<file path="config.mk">
export PLATFORM = sky130hd
export DESIGN_NAME = ps2_multi_host
export DESIGN_NICKNAME = d
export VERILOG_FILES = /design/src/rtl/ps2h_pkg.sv /design/src/rtl/ps2h_line_sync.sv /design/src/rtl/ps2h_pick.sv /design/src/rtl/ps2h_engine.sv /design/src/rtl/ps2_multi_host.sv
export SDC_FILE = /design/constraint.sdc
export NUM_CORES = 1
export LEC_CHECK = 0
export ABC_AREA = 1
export ABC_CLOCK_PERIOD_IN_PS = 1900
export BUFFER_PORTS_ARGS = -buffer_cell sky130_fd_sc_hd__buf_4
export CAP_MARGIN = 25
export CORE_UTILIZATION = 56
export DETAILED_ROUTE_END_ITERATION = 8
export PLACE_DENSITY = 0.81
export SYNTH_ARGS = -nofsm -noshare
export SYNTH_HDL_FRONTEND = slang
export SYNTH_SLANG_ARGS = --single-unit
</file>
<file path="constraint.sdc">
create_clock -name clk -period 1.9 [get_ports clk]
set_clock_uncertainty 0.1 [all_clocks]
set_input_delay 0.38 -clock clk [delete_from_list [all_inputs] [get_ports clk]]
set_output_delay 0.38 -clock clk [all_outputs]
set_load 0.005 [all_outputs]
</file>
<file path="src/rtl/ps2h_pkg.sv">
package ps2h_pkg;
  localparam int NCH  = 4;
  localparam int CH_W = $clog2(NCH);

  typedef enum logic [2:0] {
    ST_IDLE = 3'd0,
    ST_INH  = 3'd1,
    ST_RX   = 3'd2,
    ST_TX   = 3'd3,
    ST_DONE = 3'd4
  } eng_st_t;

  // active-channel status code: non-contiguous for channels 3 and 4
  function automatic logic [2:0] ach_code(input logic [CH_W-1:0] idx, input logic vld);
    logic [2:0] c;
    case (idx)
      2'd0:    c = 3'b001;
      2'd1:    c = 3'b010;
      2'd2:    c = 3'b100;
      default: c = 3'b101;
    endcase
    return vld ? c : 3'b000;
  endfunction

  function automatic logic [NCH-1:0] ch_onehot(input logic [CH_W-1:0] idx);
    return NCH'(1) << idx;
  endfunction
endpackage

</file>
<file path="src/rtl/ps2h_line_sync.sv">
module ps2h_line_sync #(
  parameter int NCH    = 4,
  parameter int STAGES = 2
) (
  input  logic           clk,
  input  logic           rst_n,
  input  logic [NCH-1:0] clk_i,
  input  logic [NCH-1:0] dat_i,
  output logic [NCH-1:0] dat_s,
  output logic [NCH-1:0] fall
);
  for (genvar g = 0; g < NCH; g++) begin : g_ch
    logic [STAGES:0]   cs;
    logic [STAGES-1:0] ds;
    always_ff @(posedge clk) begin
      if (!rst_n) begin
        cs <= '1;
        ds <= '1;
      end else begin
        cs <= {cs[STAGES-1:0], clk_i[g]};
        ds <= {ds[STAGES-2:0], dat_i[g]};
      end
    end
    assign dat_s[g] = ds[STAGES-1];
    assign fall[g]  = cs[STAGES] & ~cs[STAGES-1];
  end
endmodule

</file>
<file path="src/rtl/ps2h_pick.sv">
module ps2h_pick
  import ps2h_pkg::*;
(
  input  logic [NCH-1:0]  req,
  output logic            vld,
  output logic [CH_W-1:0] idx
);
  always_comb begin
    idx = '0;
    for (int i = NCH - 1; i >= 0; i--) begin
      if (req[i]) idx = CH_W'(i);
    end
    vld = |req;
  end
endmodule

</file>
<file path="src/rtl/ps2h_engine.sv">
module ps2h_engine
  import ps2h_pkg::*;
#(
  parameter int INH_CYC = 10000,
  parameter int TMO_CYC = 25000
) (
  input  logic            clk,
  input  logic            rst_n,
  input  logic            en,
  input  logic            xmt,
  input  logic [NCH-1:0]  clken,
  input  logic            clr_stat,
  input  logic [7:0]      tx_byte,
  input  logic [NCH-1:0]  dat_s,
  input  logic [NCH-1:0]  fall,
  output logic [NCH-1:0]  clk_low,
  output logic [NCH-1:0]  dat_low,
  output logic            sot,
  output logic            eot,
  output logic            perr,
  output logic            rferr,
  output logic            act_vld,
  output logic [CH_W-1:0] act_idx,
  output logic            rx_load,
  output logic [7:0]      rx_byte
);
  localparam int CNT_MAX = (INH_CYC > TMO_CYC) ? INH_CYC : TMO_CYC;
  localparam int CNT_W   = $clog2(CNT_MAX + 1);

  eng_st_t          st;
  logic [CNT_W-1:0] cnt;
  logic [3:0]       bitn;
  logic [7:0]       sh;
  logic             par_bit;
  logic             dlow;
  logic             mode_tx;

  logic [NCH-1:0]  rx_req;
  logic            rx_vld, tx_vld;
  logic [CH_W-1:0] rx_idx, tx_idx;
  logic            dat_a, fall_a;

  assign rx_req = fall & clken & ~dat_s;
  assign dat_a  = dat_s[act_idx];
  assign fall_a = fall[act_idx];

  ps2h_pick u_rx_pick (.req(rx_req), .vld(rx_vld), .idx(rx_idx));
  ps2h_pick u_tx_pick (.req(clken),  .vld(tx_vld), .idx(tx_idx));

  always_ff @(posedge clk) begin
    if (!rst_n) begin
      st      <= ST_IDLE;
      cnt     <= '0;
      bitn    <= '0;
      sh      <= '0;
      par_bit <= 1'b0;
      dlow    <= 1'b0;
      mode_tx <= 1'b0;
      sot     <= 1'b0;
      eot     <= 1'b0;
      perr    <= 1'b0;
      rferr   <= 1'b0;
      act_vld <= 1'b0;
      act_idx <= '0;
      rx_load <= 1'b0;
      rx_byte <= '0;
    end else begin
      rx_load <= 1'b0;
      case (st)
        ST_IDLE: begin
          if (en && !xmt && rx_vld) begin
            st      <= ST_RX;
            mode_tx <= 1'b0;
            act_idx <= rx_idx;
            act_vld <= 1'b1;
            sot     <= 1'b1;
            eot     <= 1'b0;
            perr    <= 1'b0;
            rferr   <= 1'b0;
            bitn    <= '0;
            cnt     <= '0;
          end else if (en && xmt && tx_vld) begin
            st      <= ST_INH;
            mode_tx <= 1'b1;
            act_idx <= tx_idx;
            act_vld <= 1'b1;
            eot     <= 1'b0;
            perr    <= 1'b0;
            rferr   <= 1'b0;
            sh      <= tx_byte;
            par_bit <= ~^tx_byte;
            cnt     <= '0;
          end
        end
        ST_INH: begin
          if (cnt == CNT_W'(INH_CYC - 1)) begin
            st   <= ST_TX;
            sot  <= 1'b1;
            dlow <= 1'b1;
            cnt  <= '0;
            bitn <= '0;
          end else begin
            cnt <= cnt + 1'b1;
          end
        end
        ST_RX, ST_TX: begin
          if (fall_a) begin
            cnt  <= '0;
            bitn <= bitn + 1'b1;
            if (st == ST_RX) begin
              if (bitn < 4'd8) begin
                sh <= {dat_a, sh[7:1]};
              end else if (bitn == 4'd8) begin
                par_bit <= dat_a;
              end else begin
                rx_byte <= sh;
                rx_load <= 1'b1;
                eot     <= 1'b1;
                perr    <= ~(^{sh, par_bit});
                rferr   <= ~dat_a;
                st      <= ST_DONE;
              end
            end else begin
              if (bitn < 4'd8) begin
                dlow <= ~sh[0];
                sh   <= {1'b0, sh[7:1]};
              end else if (bitn == 4'd8) begin
                dlow <= ~par_bit;
              end else if (bitn == 4'd9) begin
                dlow <= 1'b0;
              end else begin
                eot   <= 1'b1;
                rferr <= dat_a;
                st    <= ST_DONE;
              end
            end
          end else if (cnt == CNT_W'(TMO_CYC - 1)) begin
            st   <= ST_IDLE;
            dlow <= 1'b0;
          end else begin
            cnt <= cnt + 1'b1;
          end
        end
        default: ;
      endcase

      if (st != ST_IDLE && (!en || !clken[act_idx] || xmt != mode_tx)) begin
        st   <= ST_IDLE;
        dlow <= 1'b0;
      end

      if (clr_stat) begin
        sot     <= 1'b0;
        eot     <= 1'b0;
        perr    <= 1'b0;
        rferr   <= 1'b0;
        act_vld <= 1'b0;
        act_idx <= '0;
      end
    end
  end

  assign clk_low = (st == ST_INH || st == ST_DONE) ? ch_onehot(act_idx) : '0;
  assign dat_low = dlow ? ch_onehot(act_idx) : '0;
endmodule

</file>
<file path="src/rtl/ps2_multi_host.sv">
module ps2_multi_host
  import ps2h_pkg::*;
#(
  parameter int SYNC_STAGES = 2,
  parameter int INH_CYC     = 10000,
  parameter int TMO_CYC     = 25000
) (
  input  logic           clk,
  input  logic           rst_n,
  input  logic [1:0]     reg_sel,
  input  logic           reg_we,
  input  logic [7:0]     reg_wdata,
  output logic [7:0]     reg_rdata,
  input  logic [NCH-1:0] ps2_clk_i,
  input  logic [NCH-1:0] ps2_dat_i,
  output logic [NCH-1:0] ps2_clk_pull_o,
  output logic [NCH-1:0] ps2_dat_pull_o
);
  localparam logic [1:0] SEL_DATA = 2'd0;
  localparam logic [1:0] SEL_STAT = 2'd1;
  localparam logic [1:0] SEL_CTL  = 2'd2;

  logic           ctl_en, ctl_xmt;
  logic [NCH-1:0] ctl_clken;
  logic [7:0]     data_q;
  logic [7:0]     stat_w;
  logic           clr_stat;

  logic [NCH-1:0]  dat_s, fall;
  logic            sot, eot, perr, rferr, act_vld, rx_load;
  logic [CH_W-1:0] act_idx;
  logic [7:0]      rx_byte;

  assign clr_stat = !ctl_en && (ctl_clken == '0);

  always_ff @(posedge clk) begin
    if (!rst_n) begin
      ctl_en    <= 1'b0;
      ctl_xmt   <= 1'b0;
      ctl_clken <= '0;
      data_q    <= '0;
    end else begin
      if (reg_we && reg_sel == SEL_CTL) begin
        ctl_en    <= reg_wdata[0];
        ctl_xmt   <= reg_wdata[1];
        ctl_clken <= reg_wdata[2 +: NCH];
      end
      if (rx_load) begin
        data_q <= rx_byte;
      end else if (reg_we && reg_sel == SEL_DATA && ctl_xmt && ctl_clken == '0) begin
        data_q <= reg_wdata;
      end
    end
  end

  assign stat_w = {1'b0, rferr, ach_code(act_idx, act_vld), perr, eot, sot};

  always_comb begin
    case (reg_sel)
      SEL_DATA: reg_rdata = data_q;
      SEL_STAT: reg_rdata = stat_w;
      SEL_CTL:  reg_rdata = {2'b00, ctl_clken, ctl_xmt, ctl_en};
      default:  reg_rdata = 8'h00;
    endcase
  end

  ps2h_line_sync #(.NCH(NCH), .STAGES(SYNC_STAGES)) u_sync (
    .clk   (clk),
    .rst_n (rst_n),
    .clk_i (ps2_clk_i),
    .dat_i (ps2_dat_i),
    .dat_s (dat_s),
    .fall  (fall)
  );

  ps2h_engine #(.INH_CYC(INH_CYC), .TMO_CYC(TMO_CYC)) u_eng (
    .clk      (clk),
    .rst_n    (rst_n),
    .en       (ctl_en),
    .xmt      (ctl_xmt),
    .clken    (ctl_clken),
    .clr_stat (clr_stat),
    .tx_byte  (data_q),
    .dat_s    (dat_s),
    .fall     (fall),
    .clk_low  (ps2_clk_pull_o),
    .dat_low  (ps2_dat_pull_o),
    .sot      (sot),
    .eot      (eot),
    .perr     (perr),
    .rferr    (rferr),
    .act_vld  (act_vld),
    .act_idx  (act_idx),
    .rx_load  (rx_load),
    .rx_byte  (rx_byte)
  );
endmodule

</file>
After elaboration in Yosys (flattened, before gate mapping)
Cells that the tools add are included.
{"block": "totals", "regBits": 83, "word_cells": 227, "output_inout_bits": 16, "in_bits": 21}
{"block": "op_classes", "n_reduce_logical": 46, "n_addsub": 2, "mux": 96, "n_eq_ne": 32, "bitwise_logic": 21, "shifts": 1, "n_lt_le_gt_ge": 2}
{"operator": "2-to-1 mux 15 bit", "count": 5}
{"operator": "2-to-1 mux 8 bit", "count": 8}
{"operator": "case mux 15 bit (3 select lines)", "count": 1}
{"operator": "2-to-1 mux 1 bit", "count": 41}
{"operator": "2-to-1 mux 3 bit", "count": 12}
{"operator": "case mux 8 bit (3 select lines)", "count": 1}
{"operator": "2-to-1 mux 2 bit", "count": 10}
{"operator": "2-to-1 mux 4 bit", "count": 5}
{"operator": "case mux 3 bit (3 select lines)", "count": 2}
{"operator": "case mux 8 bit (2 select lines)", "count": 1}
{"operator": "adder 15 x 1 -> 15 bit (second input constant)", "count": 1}
{"operator": "equality test 15 x 14 -> 1 bit (second input constant)", "count": 1}
{"operator": "equality test 15 bit (second input constant)", "count": 1}
{"operator": "AND reduction 5 bit", "count": 3}
{"operator": "inequality test 2 x 1 -> 1 bit (second input constant)", "count": 7}
{"operator": "inverter 1 bit", "count": 14}
{"operator": "AND reduction 7 bit", "count": 2}
{"operator": "case mux 1 bit (2 select lines)", "count": 6}
{"operator": "case mux 4 bit (3 select lines)", "count": 1}
{"operator": "AND reduction 6 bit", "count": 2}
{"operator": "logical AND 1 bit", "count": 10}
{"operator": "nonzero test 2 bit", "count": 5}
{"operator": "inequality test 3 bit (second input constant)", "count": 3}
{"operator": "XOR reduction 9 bit", "count": 1}
{"operator": "other kinds (33)", "count": 57}

Depth between registers and ports, before layout
Gate-level depths: netlist of the first run.
{"block": "depth", "word_depth": 9, "depth_mapped": 13, "depth_no_buf": 13}

By module
A second synthesis of the first run with hierarchy kept.
{"block": "unflattened", "cells_unflattened": 810, "area_unflattened_um2": 5072.4}
{"module": "ps2h_engine", "cells_each": 575, "area_each_um2": 3428.3, "instances": 1}
{"module": "ps2_multi_host", "cells_each": 143, "area_each_um2": 918.4, "instances": 1}
{"module": "ps2h_line_sync", "cells_each": 74, "area_each_um2": 633.1, "instances": 1}
{"module": "ps2h_pick", "cells_each": 9, "area_each_um2": 46.3, "instances": 2}

Worst setup path after synthesis of the first run
Ideal clock, no wire load.
{"block": "synth_timing", "path_kind": "register to register", "from": "register u_eng.cnt[0]", "to": "register u_eng.bitn[3]", "setup_slack_ps": 233, "t_arrival_ps": 1435, "path_stages_with_launch": 9, "required_time_ps": 1668, "path_buffers": 0, "period_less_slack_ps": 1667, "path_cell_list": "dfxtp_1 ha_1 nand3_2 nor2_1 nand2_2 a21oi_2 nand3_1 nand2_1 a21oi_1"}
{"block": "synth_between", "elab_chain_len": 3}
{"element": "from (decl)", "line_no": "ps2h_engine.sv:31", "rtl": "logic [CNT_W-1:0] cnt;"}
{"element": "from (signal assigned)", "line_no": "ps2h_engine.sv:103", "rtl": "cnt <= cnt + 1'b1;"}
{"element": "from (signal assigned)", "line_no": "ps2h_engine.sv:141", "rtl": "cnt <= cnt + 1'b1;"}
{"element": "equality test 15 x 14 -> 1 bit", "line_no": "ps2h_engine.sv:96", "rtl": "if (cnt == CNT_W'(INH_CYC - 1)) begin"}
{"element": "inequality test 2 x 1 -> 1 bit (no source line)"}
{"element": "AND reduction 4 bit (no source line)"}
{"element": "to (signal assigned)", "line_no": "ps2h_engine.sv:109", "rtl": "bitn <= bitn + 1'b1;"}
{"element": "to (decl)", "line_no": "ps2h_engine.sv:32", "rtl": "logic [3:0] bitn;"}
Every way passes these cells.
A chain may end at the register's enable or synchronous reset.

Final worst setup path of the first run
{"block": "layout_timing", "from": "register u_eng.act_idx[1]", "to": "output port reg_rdata[5]"}
{"block": "layout_between", "elab_chain_len": 4, "word_cells_on_any_way": 6, "cone_classes": "2 x eq/ne; 3 x mux; 1 x reduce/logical"}
{"element": "from (decl)", "line_no": "ps2h_engine.sv:23", "rtl": "output logic [CH_W-1:0] act_idx,"}
{"element": "from (signal assigned)", "line_no": "ps2h_engine.sv:74", "rtl": "act_idx <= rx_idx;"}
{"element": "from (signal assigned)", "line_no": "ps2h_engine.sv:85", "rtl": "act_idx <= tx_idx;"}
{"element": "equality test 2 bit, or another cell as far along", "line_no": "ps2h_pkg.sv:16", "rtl": "case (idx)"}
{"element": "case mux 3 bit (3 select lines) (*)", "line_no": "ps2h_pkg.sv:16"}
{"element": "2-to-1 mux 3 bit (*)", "line_no": "ps2h_pkg.sv:22", "rtl": "return vld ? c : 3'b000;"}
{"element": "case mux 8 bit (3 select lines) (*)", "line_no": "ps2_multi_host.sv:59", "rtl": "case (reg_sel)"}
{"element": "to (decl)", "line_no": "ps2_multi_host.sv:13", "rtl": "output logic [7:0] reg_rdata,"}
Mark *: on every way between the ends. The rest lies on a longest branch, timed or not.

==> impl_metrics.prom, run 1 <==
# TYPE chip_impl_metric gauge
chip_impl_info{name="run_status",value="finished, violations left"} 1
chip_impl_info{name="violations",value="negative setup slack"} 1
chip_impl_metric{name="period_share",unit="%"} 102
chip_impl_metric{name="die_h",unit="µm"} 94.8
chip_impl_metric{name="route.detailed.vias_per_inst",unit=""} 5.62
chip_impl_metric{name="worst-path-max-fanout",unit=""} 7
chip_impl_metric{name="critPathRequiredTime",unit="ns"} 1.42
chip_impl_metric{name="inserted_diodes",unit=""} 0
chip_impl_metric{name="regArea",unit="mm²"} 0.00168
chip_impl_info{name="crit_path_top_delay_cell",value="dfxtp_4"} 1
chip_impl_metric{name="fin_tns_setup",unit="ns"} -0.0589
chip_impl_info{name="cts_tree",value="yes"} 1
chip_impl_info{name="clock_root_buffer",value="clkbuf_8"} 1
chip_impl_metric{name="ioPinCount",unit=""} 37
chip_impl_metric{name="max_cap_viol_count",unit=""} 0
chip_impl_metric{name="cts.path.max_buffers",unit=""} 2
chip_impl_metric{name="leakage",unit="nW"} 2.52
chip_impl_metric{name="finalWorstPathRequiredPeriod",unit="ns"} 1.95
chip_impl_metric{name="max_stage_delay",unit="ns"} 0.39
chip_impl_metric{name="postRouteAntennaNets",unit=""} 0
chip_impl_metric{name="total_die_area",unit="mm²"} 0.00899
chip_impl_metric{name="slew_headroom",unit="%"} 64.7
chip_impl_metric{name="cp_data_arrival_time",unit="ns"} 1.47
chip_impl_info{name="cp-start-kind",value="flop"} 1
chip_impl_metric{name="fin_nets",unit=""} 812
chip_impl_metric{name="fillerInstances",unit=""} 685
chip_impl_metric{name="setup-violations-final",unit=""} 2
chip_impl_metric{name="post_synthesis_to_final_layout_area_growth",unit="%"} 17.8
chip_impl_metric{name="yosys_register_bits",unit=""} 83
chip_impl_metric{name="synth_fp_nets",unit=""} 754
chip_impl_metric{name="post_synth_inst_count",unit=""} 722
chip_impl_metric{name="path_clk_slew",unit="ns"} 0.10
chip_impl_metric{name="half_perimeter_wire_length_after_placement",unit="µm"} 9250
chip_impl_metric{name="max_clock_freq",unit="GHz"} 0.514
chip_impl_metric{name="final_layout_size_suffix_gt1_share",unit="%"} 20.4
chip_impl_metric{name="finalWeightedCongestion",unit=""} 0.959
chip_impl_metric{name="cts.htree.levels",unit=""} 3
chip_impl_metric{name="fin_util",unit="%"} 68.8
chip_impl_metric{name="layout_setup_ws",unit="ns"} -0.0450
chip_impl_metric{name="power.total",unit="mW"} 4.77
chip_impl_metric{name="grt_first_pass_wirelength",unit="µm"} 20900
chip_impl_metric{name="cell_area_after_technology_mapping",unit="mm²"} 0.00482
chip_impl_metric{name="clock_insertion_delay_at_the_later_pin_of_the_skew_report",unit="ns"} 0.37
chip_impl_info{name="cp_top_family",value="flip-flops"} 1
chip_impl_metric{name="floorplan.initialDensity",unit="%"} 58.4
chip_impl_metric{name="gr-usage-all-layers",unit="%"} 29.5
chip_impl_metric{name="first_pass_iters",unit=""} 5
chip_impl_metric{name="drt-initial-drc-count",unit=""} 262
chip_impl_metric{name="preCtsSetupSlack",unit="ns"} -0.00262
chip_impl_info{name="end_kind",value="output pin"} 1
chip_impl_metric{name="syn-mean-instance-area",unit="µm²"} 6.68
chip_impl_info{name="holdCritPathClass",value="input port to flop"} 1
chip_impl_metric{name="first_global_vias",unit=""} 4693
chip_impl_metric{name="core-area",unit="mm²"} 0.00826
chip_impl_info{name="crit_chain",value="buf_6 > ha_1 > nor2_2 > o211ai_1 > buf_4"} 1
chip_impl_metric{name="hold_viol_final",unit=""} 0
chip_impl_metric{name="drc",unit=""} 0
chip_impl_metric{name="final_hold_slack",unit="ns"} 0.0940
chip_impl_metric{name="ir_drop",unit="V"} 0.000474
chip_impl_metric{name="pin_count_of_the_biggest_net_entering_global_routing",unit=""} 22
chip_impl_info{name="timing.setup.critical_path_class",value="flop to output pin"} 1
chip_impl_metric{name="yosysWarnings",unit=""} 0
chip_impl_metric{name="grt_antenna_before_repair",unit=""} 0
chip_impl_metric{name="tightestPinTransition",unit="ns"} 0.525
chip_impl_metric{name="power_per_cell_area",unit="mW/mm²"} 840
chip_impl_metric{name="dr_total_vias",unit=""} 4995
chip_impl_metric{name="final-max-slew-violation-count",unit=""} 0
chip_impl_metric{name="part_of_the_yosys_area_used_for_sequential_elements",unit="%"} 34.4
chip_impl_metric{name="critical_path_buf_inv_count",unit=""} 2
chip_impl_metric{name="routed_wl",unit="µm"} 13100
chip_impl_metric{name="wire_per_inst",unit="µm"} 14.8
chip_impl_metric{name="number_of_placement_rows",unit=""} 33
chip_impl_metric{name="multiInputGateArea",unit="mm²"} 0.00287
chip_impl_metric{name="grt_overflow",unit=""} 0
chip_impl_metric{name="cts_num_sinks",unit=""} 83
chip_impl_metric{name="synth_cell_types",unit=""} 42
chip_impl_metric{name="dieWidth",unit="µm"} 94.8
chip_impl_metric{name="place.port_buffers",unit=""} 36
chip_impl_metric{name="cts_buffers",unit=""} 9
chip_impl_info{name="rsz0062_at_grt",value="true"} 1
## flip-flops by register name, summed over array words and instances, names as in the netlist
register and count:
ctl_clken 4, ctl_en 1, ctl_xmt 1, data_q 8
u_eng.act_idx 2, u_eng.act_vld 1, u_eng.bitn 4, u_eng.cnt 15
u_eng.dlow 1, u_eng.eot 1, u_eng.mode_tx 1, u_eng.par_bit 1
u_eng.perr 1, u_eng.rferr 1, u_eng.rx_byte 8, u_eng.rx_load 1
u_eng.sh 8, u_eng.sot 1, u_eng.st 3, u_sync.g_ch.cs 12
u_sync.g_ch.ds 8
## cell families after synthesis
group / after synthesis / synth area share [%]
simple gates: 394 / 36.9
compound gates: 110 / 12.5
buf+inv: 100 / 8.72
flops: 83 / 34.4
xor+xnor: 16 / 2.91
fa+ha+maj: 11 / 2.85
mux: 8 / 1.66
## where the power goes
group / total, mW / internal (mW) / switching [mW] / leakage (nW)
sequential: 2.02 / 1.87 / 0.152 / 0.682
combinational: 1.57 / 0.546 / 1.02 / 1.76
clock: 1.18 / 0.481 / 0.701 / 0.0823
total: 4.77 / 2.90 / 1.88 / 2.52
## cell usage in the layout (no fill, tap or decap), types with 2 or more instances in the layout
| cell type | n |
|---|---|
| clkbuf_8 | 9 |
| xnor2_1 | 7 |
| nor2_1 | 82 |
| nand3_1 | 59 |
| ha_1 | 6 |
| o211ai_1 | 4 |
| dfxtp_1 | 72 |
| dfxtp_4 | 3 |
| nand3_2 | 7 |
| ha_4 | 3 |
| xor2_1 | 9 |
| nand2_1 | 185 |
| or2_2 | 17 |
| inv_6 | 2 |
| clkinv_4 | 2 |
| a21oi_1 | 49 |
| mux2i_1 | 8 |
| inv_1 | 70 |
| inv_4 | 2 |
| nand2_2 | 4 |
| o21ai_0 | 43 |
| nor3_1 | 4 |
| buf_4 | 67 |
| and2_1 | 2 |
| dfxtp_2 | 8 |
| ha_2 | 2 |
| nor2_4 | 3 |
| clkinvlp_4 | 2 |
| nand2_4 | 4 |
| nand3b_1 | 3 |
| a31o_2 | 2 |
| nor2_2 | 6 |
| inv_2 | 5 |
| nand4_1 | 13 |
| a21oi_4 | 3 |
## worst paths after layout
path	endpoint	slack (ns)	start	depth (start not counted)
max	reg_rdata[5]	-0.05	u_eng.act_idx[1]	5
min	u_sync.g_ch[3].ds[0]	0.09	ps2_dat_i[3]	2
max reg2reg	u_eng.st[1]	0.09	ctl_clken[2]	11
min reg2reg	u_sync.g_ch[0].ds[1]	0.31	u_sync.g_ch[0].ds[0]	1
## layer usage
layer  up-vias  track usage, %  wire [µm]
li1       2441               -          -
met4         0            12.6        271
met3        36            5.23        821
met1      2325            35.4       5410
met2       193            51.5       6650
met5         -               0          0
## stage by stage
step	cells	area [µm²]
2_1_floorplan	722	4820
3_3_place_gp	864	5270
3_5_place_dp	864	5270
4_1_cts	881	5520
5_1_grt	889	5680
6_report	889	5680
## Yosys cell counts (all sizes together)
cell type	number	share of area [%]
nand4	14	2.1
a21oi	52	5.6
ha	11	2.9
o221ai	1	0.18
o22ai	1	0.13
a21boi	2	0.31
or2	17	2.2
o21ai	45	4.7
o21bai	1	0.23
inv	78	6.1
a31o	2	0.36
xor2	9	1.6
nand3	67	7.5
nor2	92	8.0
a21o	1	0.16
nor3b	1	0.16
nand2	194	16
a22o	1	0.18
nand3b	3	0.47
dfxtp	83	34
xnor2	7	1.3
nor3	4	0.42
and2	2	0.26
clkinv	1	0.078
buf	11	1.7
mux2i	8	1.7
o211ai	4	0.62
clkbuf	10	0.78
## cell type report
| class | instances | area share, % |
|---|---|---|
| repair buffers | 68 | 9.05 |
| clock inverters | 6 | 0.881 |
| multi-input cells | 539 | 50.5 |
| inverters | 79 | 5.44 |
| flip-flops and latches | 83 | 29.6 |
| clock buffers | 9 | 2.18 |
| well taps | 105 | 2.31 |
## what timing repair did
item / in CTS / in global routing
buffers inserted: 3 / 8
gates resized for setup: 17 / 28
hold buffers: 0 / 0
setup endpoints to repair: 12 / 30
pin swaps: 3 / 3
No activity file was read; power rests on OpenSTA's default activity.
==> run 2: changes to the inputs <==
--- a/config.mk
+++ b/config.mk
@@ -11,7 +11,7 @@
 export CAP_MARGIN = 25
 export CORE_UTILIZATION = 56
 export DETAILED_ROUTE_END_ITERATION = 8
-export PLACE_DENSITY = 0.81
+export PLACE_DENSITY_LB_ADDON = 0.3
 export SYNTH_ARGS = -nofsm -noshare
 export SYNTH_HDL_FRONTEND = slang
 export SYNTH_SLANG_ARGS = --single-unit
==> run 2 against run 1 <==
The flow still finishes with violations (negative setup slack). Setup slack better by 0.026 ns. Clock-buffer cell count up 1. Non-clock buffer count up 3. Hold slack better by 0.0092 ns. Global-route usage down 0.83 points. Power up 0.31%. Die area unchanged. Via count down 1.3%.
==> impl_metrics.prom, run 2 (synthesis results as in run 1) <==
# TYPE chip_impl_metric gauge
chip_impl_metric{name="setup-violations-final",unit=""} 2
chip_impl_metric{name="gr-usage-all-layers",unit="%"} 28.7
chip_impl_metric{name="route.detailed.vias_per_inst",unit=""} 5.52
chip_impl_metric{name="tightestPinTransition",unit="ns"} 0.440
chip_impl_metric{name="drt-initial-drc-count",unit=""} 340
chip_impl_metric{name="power_frac_comb",unit="%"} 32.2
chip_impl_metric{name="power.clock.fraction",unit="%"} 25.6
chip_impl_metric{name="ioPinCount",unit=""} 37
chip_impl_metric{name="cts_num_sinks",unit=""} 83
chip_impl_info{name="violations",value="negative setup slack"} 1
chip_impl_metric{name="postRouteAntennaNets",unit=""} 0
chip_impl_info{name="end_kind",value="output pin"} 1
chip_impl_metric{name="power_per_cell_area",unit="mW/mm²"} 837
chip_impl_info{name="cp-start-kind",value="flop"} 1
chip_impl_metric{name="clock_insertion_delay_at_the_later_pin_of_the_skew_report",unit="ns"} 0.36
chip_impl_metric{name="finalWeightedCongestion",unit=""} 0.884
chip_impl_metric{name="cts.htree.levels",unit=""} 3
chip_impl_metric{name="leakage",unit="nW"} 2.53
chip_impl_metric{name="sw_share",unit="%"} 39.2
chip_impl_metric{name="dieWidth",unit="µm"} 94.8
chip_impl_metric{name="path_clk_slew",unit="ns"} 0.09
chip_impl_metric{name="post_route_cell_area",unit="mm²"} 0.00572
chip_impl_metric{name="floorplan.initialDensity",unit="%"} 58.4
chip_impl_metric{name="final-max-slew-violation-count",unit=""} 0
chip_impl_metric{name="worst-path-max-fanout",unit=""} 8
chip_impl_metric{name="max_clock_freq",unit="GHz"} 0.521
chip_impl_metric{name="half_perimeter_wire_length_after_placement",unit="µm"} 9290
chip_impl_metric{name="first_global_vias",unit=""} 4427
chip_impl_metric{name="layoutNonFillerInstCount",unit=""} 893
chip_impl_info{name="rsz0062_at_grt",value="true"} 1
chip_impl_info{name="crit_chain",value="inv_6 > ha_4 > o211ai_1 > buf_4"} 1
chip_impl_metric{name="layout_setup_ws",unit="ns"} -0.0186
chip_impl_info{name="run_status",value="finished, violations left"} 1
chip_impl_metric{name="finalWorstPathRequiredPeriod",unit="ns"} 1.92
chip_impl_info{name="holdCritPathClass",value="input port to flop"} 1
chip_impl_metric{name="largest_register_ffs",unit=""} 15
chip_impl_metric{name="final_hold_slack",unit="ns"} 0.103
chip_impl_metric{name="p_sw",unit="mW"} 1.87
chip_impl_info{name="layout.cells.most_common_list",value="nand2_1 (184), nor2_1 (83), inv_1 (70), dfxtp_1 (70), buf_4 (68)"} 1
chip_impl_info{name="cts_tree",value="yes"} 1
chip_impl_info{name="crit_path_top_delay_cell",value="dfxtp_4"} 1
chip_impl_metric{name="post_synthesis_to_final_layout_area_growth",unit="%"} 18.6
chip_impl_metric{name="place.port_buffers",unit=""} 36
chip_impl_metric{name="place_area",unit="mm²"} 0.00528
chip_impl_info{name="largest-register",value="u_eng.cnt"} 1
chip_impl_metric{name="final_layout_size_suffix_gt1_share",unit="%"} 20.8
chip_impl_metric{name="sequential_group_share_of_total_power",unit="%"} 42.3
chip_impl_metric{name="pin_count_of_the_biggest_net_entering_global_routing",unit=""} 30
chip_impl_info{name="biggestRegsByFlops",value="u_eng.cnt: 15 flops, u_sync.g_ch.cs: 12 flops"} 1
chip_impl_metric{name="drc",unit=""} 0
chip_impl_metric{name="slew_headroom",unit="%"} 70.5
chip_impl_metric{name="inserted_diodes",unit=""} 0
chip_impl_metric{name="p_int",unit="mW"} 2.91
chip_impl_metric{name="ir_drop",unit="V"} 0.000573
chip_impl_metric{name="grt_antenna_before_repair",unit=""} 0
chip_impl_metric{name="first_pass_iters",unit=""} 5
chip_impl_info{name="mostFrequentLayoutCell",value="nand2_1"} 1
chip_impl_metric{name="routed_wl",unit="µm"} 12800
chip_impl_metric{name="critPathRequiredTime",unit="ns"} 1.42
chip_impl_metric{name="max_cap_viol_count",unit=""} 0
chip_impl_info{name="clock_root_buffer",value="clkbuf_8"} 1
chip_impl_metric{name="total_die_area",unit="mm²"} 0.00899
chip_impl_metric{name="fin_tns_setup",unit="ns"} -0.0258
chip_impl_metric{name="die_h",unit="µm"} 94.8
chip_impl_metric{name="number_of_placement_rows",unit=""} 33
chip_impl_metric{name="fin_nets",unit=""} 815
chip_impl_metric{name="period_share",unit="%"} 101
chip_impl_metric{name="grt_overflow",unit=""} 0
chip_impl_metric{name="cts.path.max_buffers",unit=""} 2
chip_impl_metric{name="cts_buffers",unit=""} 9
chip_impl_metric{name="core-area",unit="mm²"} 0.00826
chip_impl_metric{name="dr_total_vias",unit=""} 4931
chip_impl_metric{name="wire_per_inst",unit="µm"} 14.3
chip_impl_metric{name="fillerInstances",unit=""} 741
chip_impl_metric{name="cts_hold_buffers",unit=""} 0
chip_impl_metric{name="cp_data_arrival_time",unit="ns"} 1.44
chip_impl_metric{name="hold_viol_final",unit=""} 0
chip_impl_info{name="timing.setup.critical_path_class",value="flop to output pin"} 1
chip_impl_metric{name="max_stage_delay",unit="ns"} 0.39
chip_impl_metric{name="power.total",unit="mW"} 4.79
chip_impl_metric{name="grt_first_pass_wirelength",unit="µm"} 20100
chip_impl_metric{name="dpl.cell_count",unit=""} 864
==> run 2: area by class of cell <==
type | count | area, µm² | area share, %
Timing Repair Buffer | 71 | 553 | 9.67
Sequential cell | 83 | 1680 | 29.4
Tap cell | 105 | 131 | 2.30
Multi-Input combinational cell | 539 | 2870 | 50.1
Clock inverter | 6 | 53.8 | 0.940
Clock buffer | 10 | 128 | 2.23
Inverter | 79 | 307 | 5.36
==> run 2: final timing paths <==
path         slack (ns)                 start  cells after the start                    to
max               -0.02      u_eng.act_idx[0]                      4          reg_rdata[3]
min reg2reg        0.32  u_sync.g_ch[0].ds[0]                      1  u_sync.g_ch[0].ds[1]
max reg2reg        0.08      u_eng.act_idx[0]                      9           u_eng.rferr
min                0.10          ps2_dat_i[3]                      2  u_sync.g_ch[3].ds[0]
==> run 2: power groups by stage <==
| stage | logic (mW) | clock network, mW | registers (mW) |
|---|---|---|---|
| floorplan | 1.11 | 0 | 2.01 |
| global placement | 1.39 | 0 | 2.04 |
| detailed placement | 1.43 | 0 | 2.04 |
| CTS | 1.45 | 1.22 | 2.00 |
| global route | 1.71 | 1.30 | 2.04 |
| finish | 1.54 | 1.22 | 2.02 |
==> run 2: what timing repair did <==
item	4_1_cts	5_1_grt
pin swaps	3	6
endpoints found under the setup margin	11	31
resized for setup	17	29
gates cloned	0	0
setup buffers	6	7
endpoints found under the hold margin	0	0
==> run 2: metrics by stage <==
step / util, % / worst slack (ns)
final: 69.3 / -0.0186
after global routing: 69.3 / -0.0634
after CTS: 67.5 / -0.00430
after detailed placement: 64.0 / -0.0550
after global placement: 64.0 / -0.0263
after floorplan: - / 0.233
==> run 2: layer usage <==
metal | up-vias | wire length, µm | GRT usage (%)
met5 | - | 0 | 0
met4 | 0 | 372 | 11.6
met3 | 34 | 652 | 3.62
met2 | 175 | 6250 | 49.2
met1 | 2277 | 5490 | 36.3
li1 | 2445 | - | -
==> run 2: critical path, delay by kind of cell, from the launching register on <==
family | cells | cell delay, ns
adder cells (fa/ha/maj) | 1 | 0.24
AO/OA/AOI/OAI | 1 | 0.23
flip-flops | 1 | 0.39
buffers and inverters | 2 | 0.22
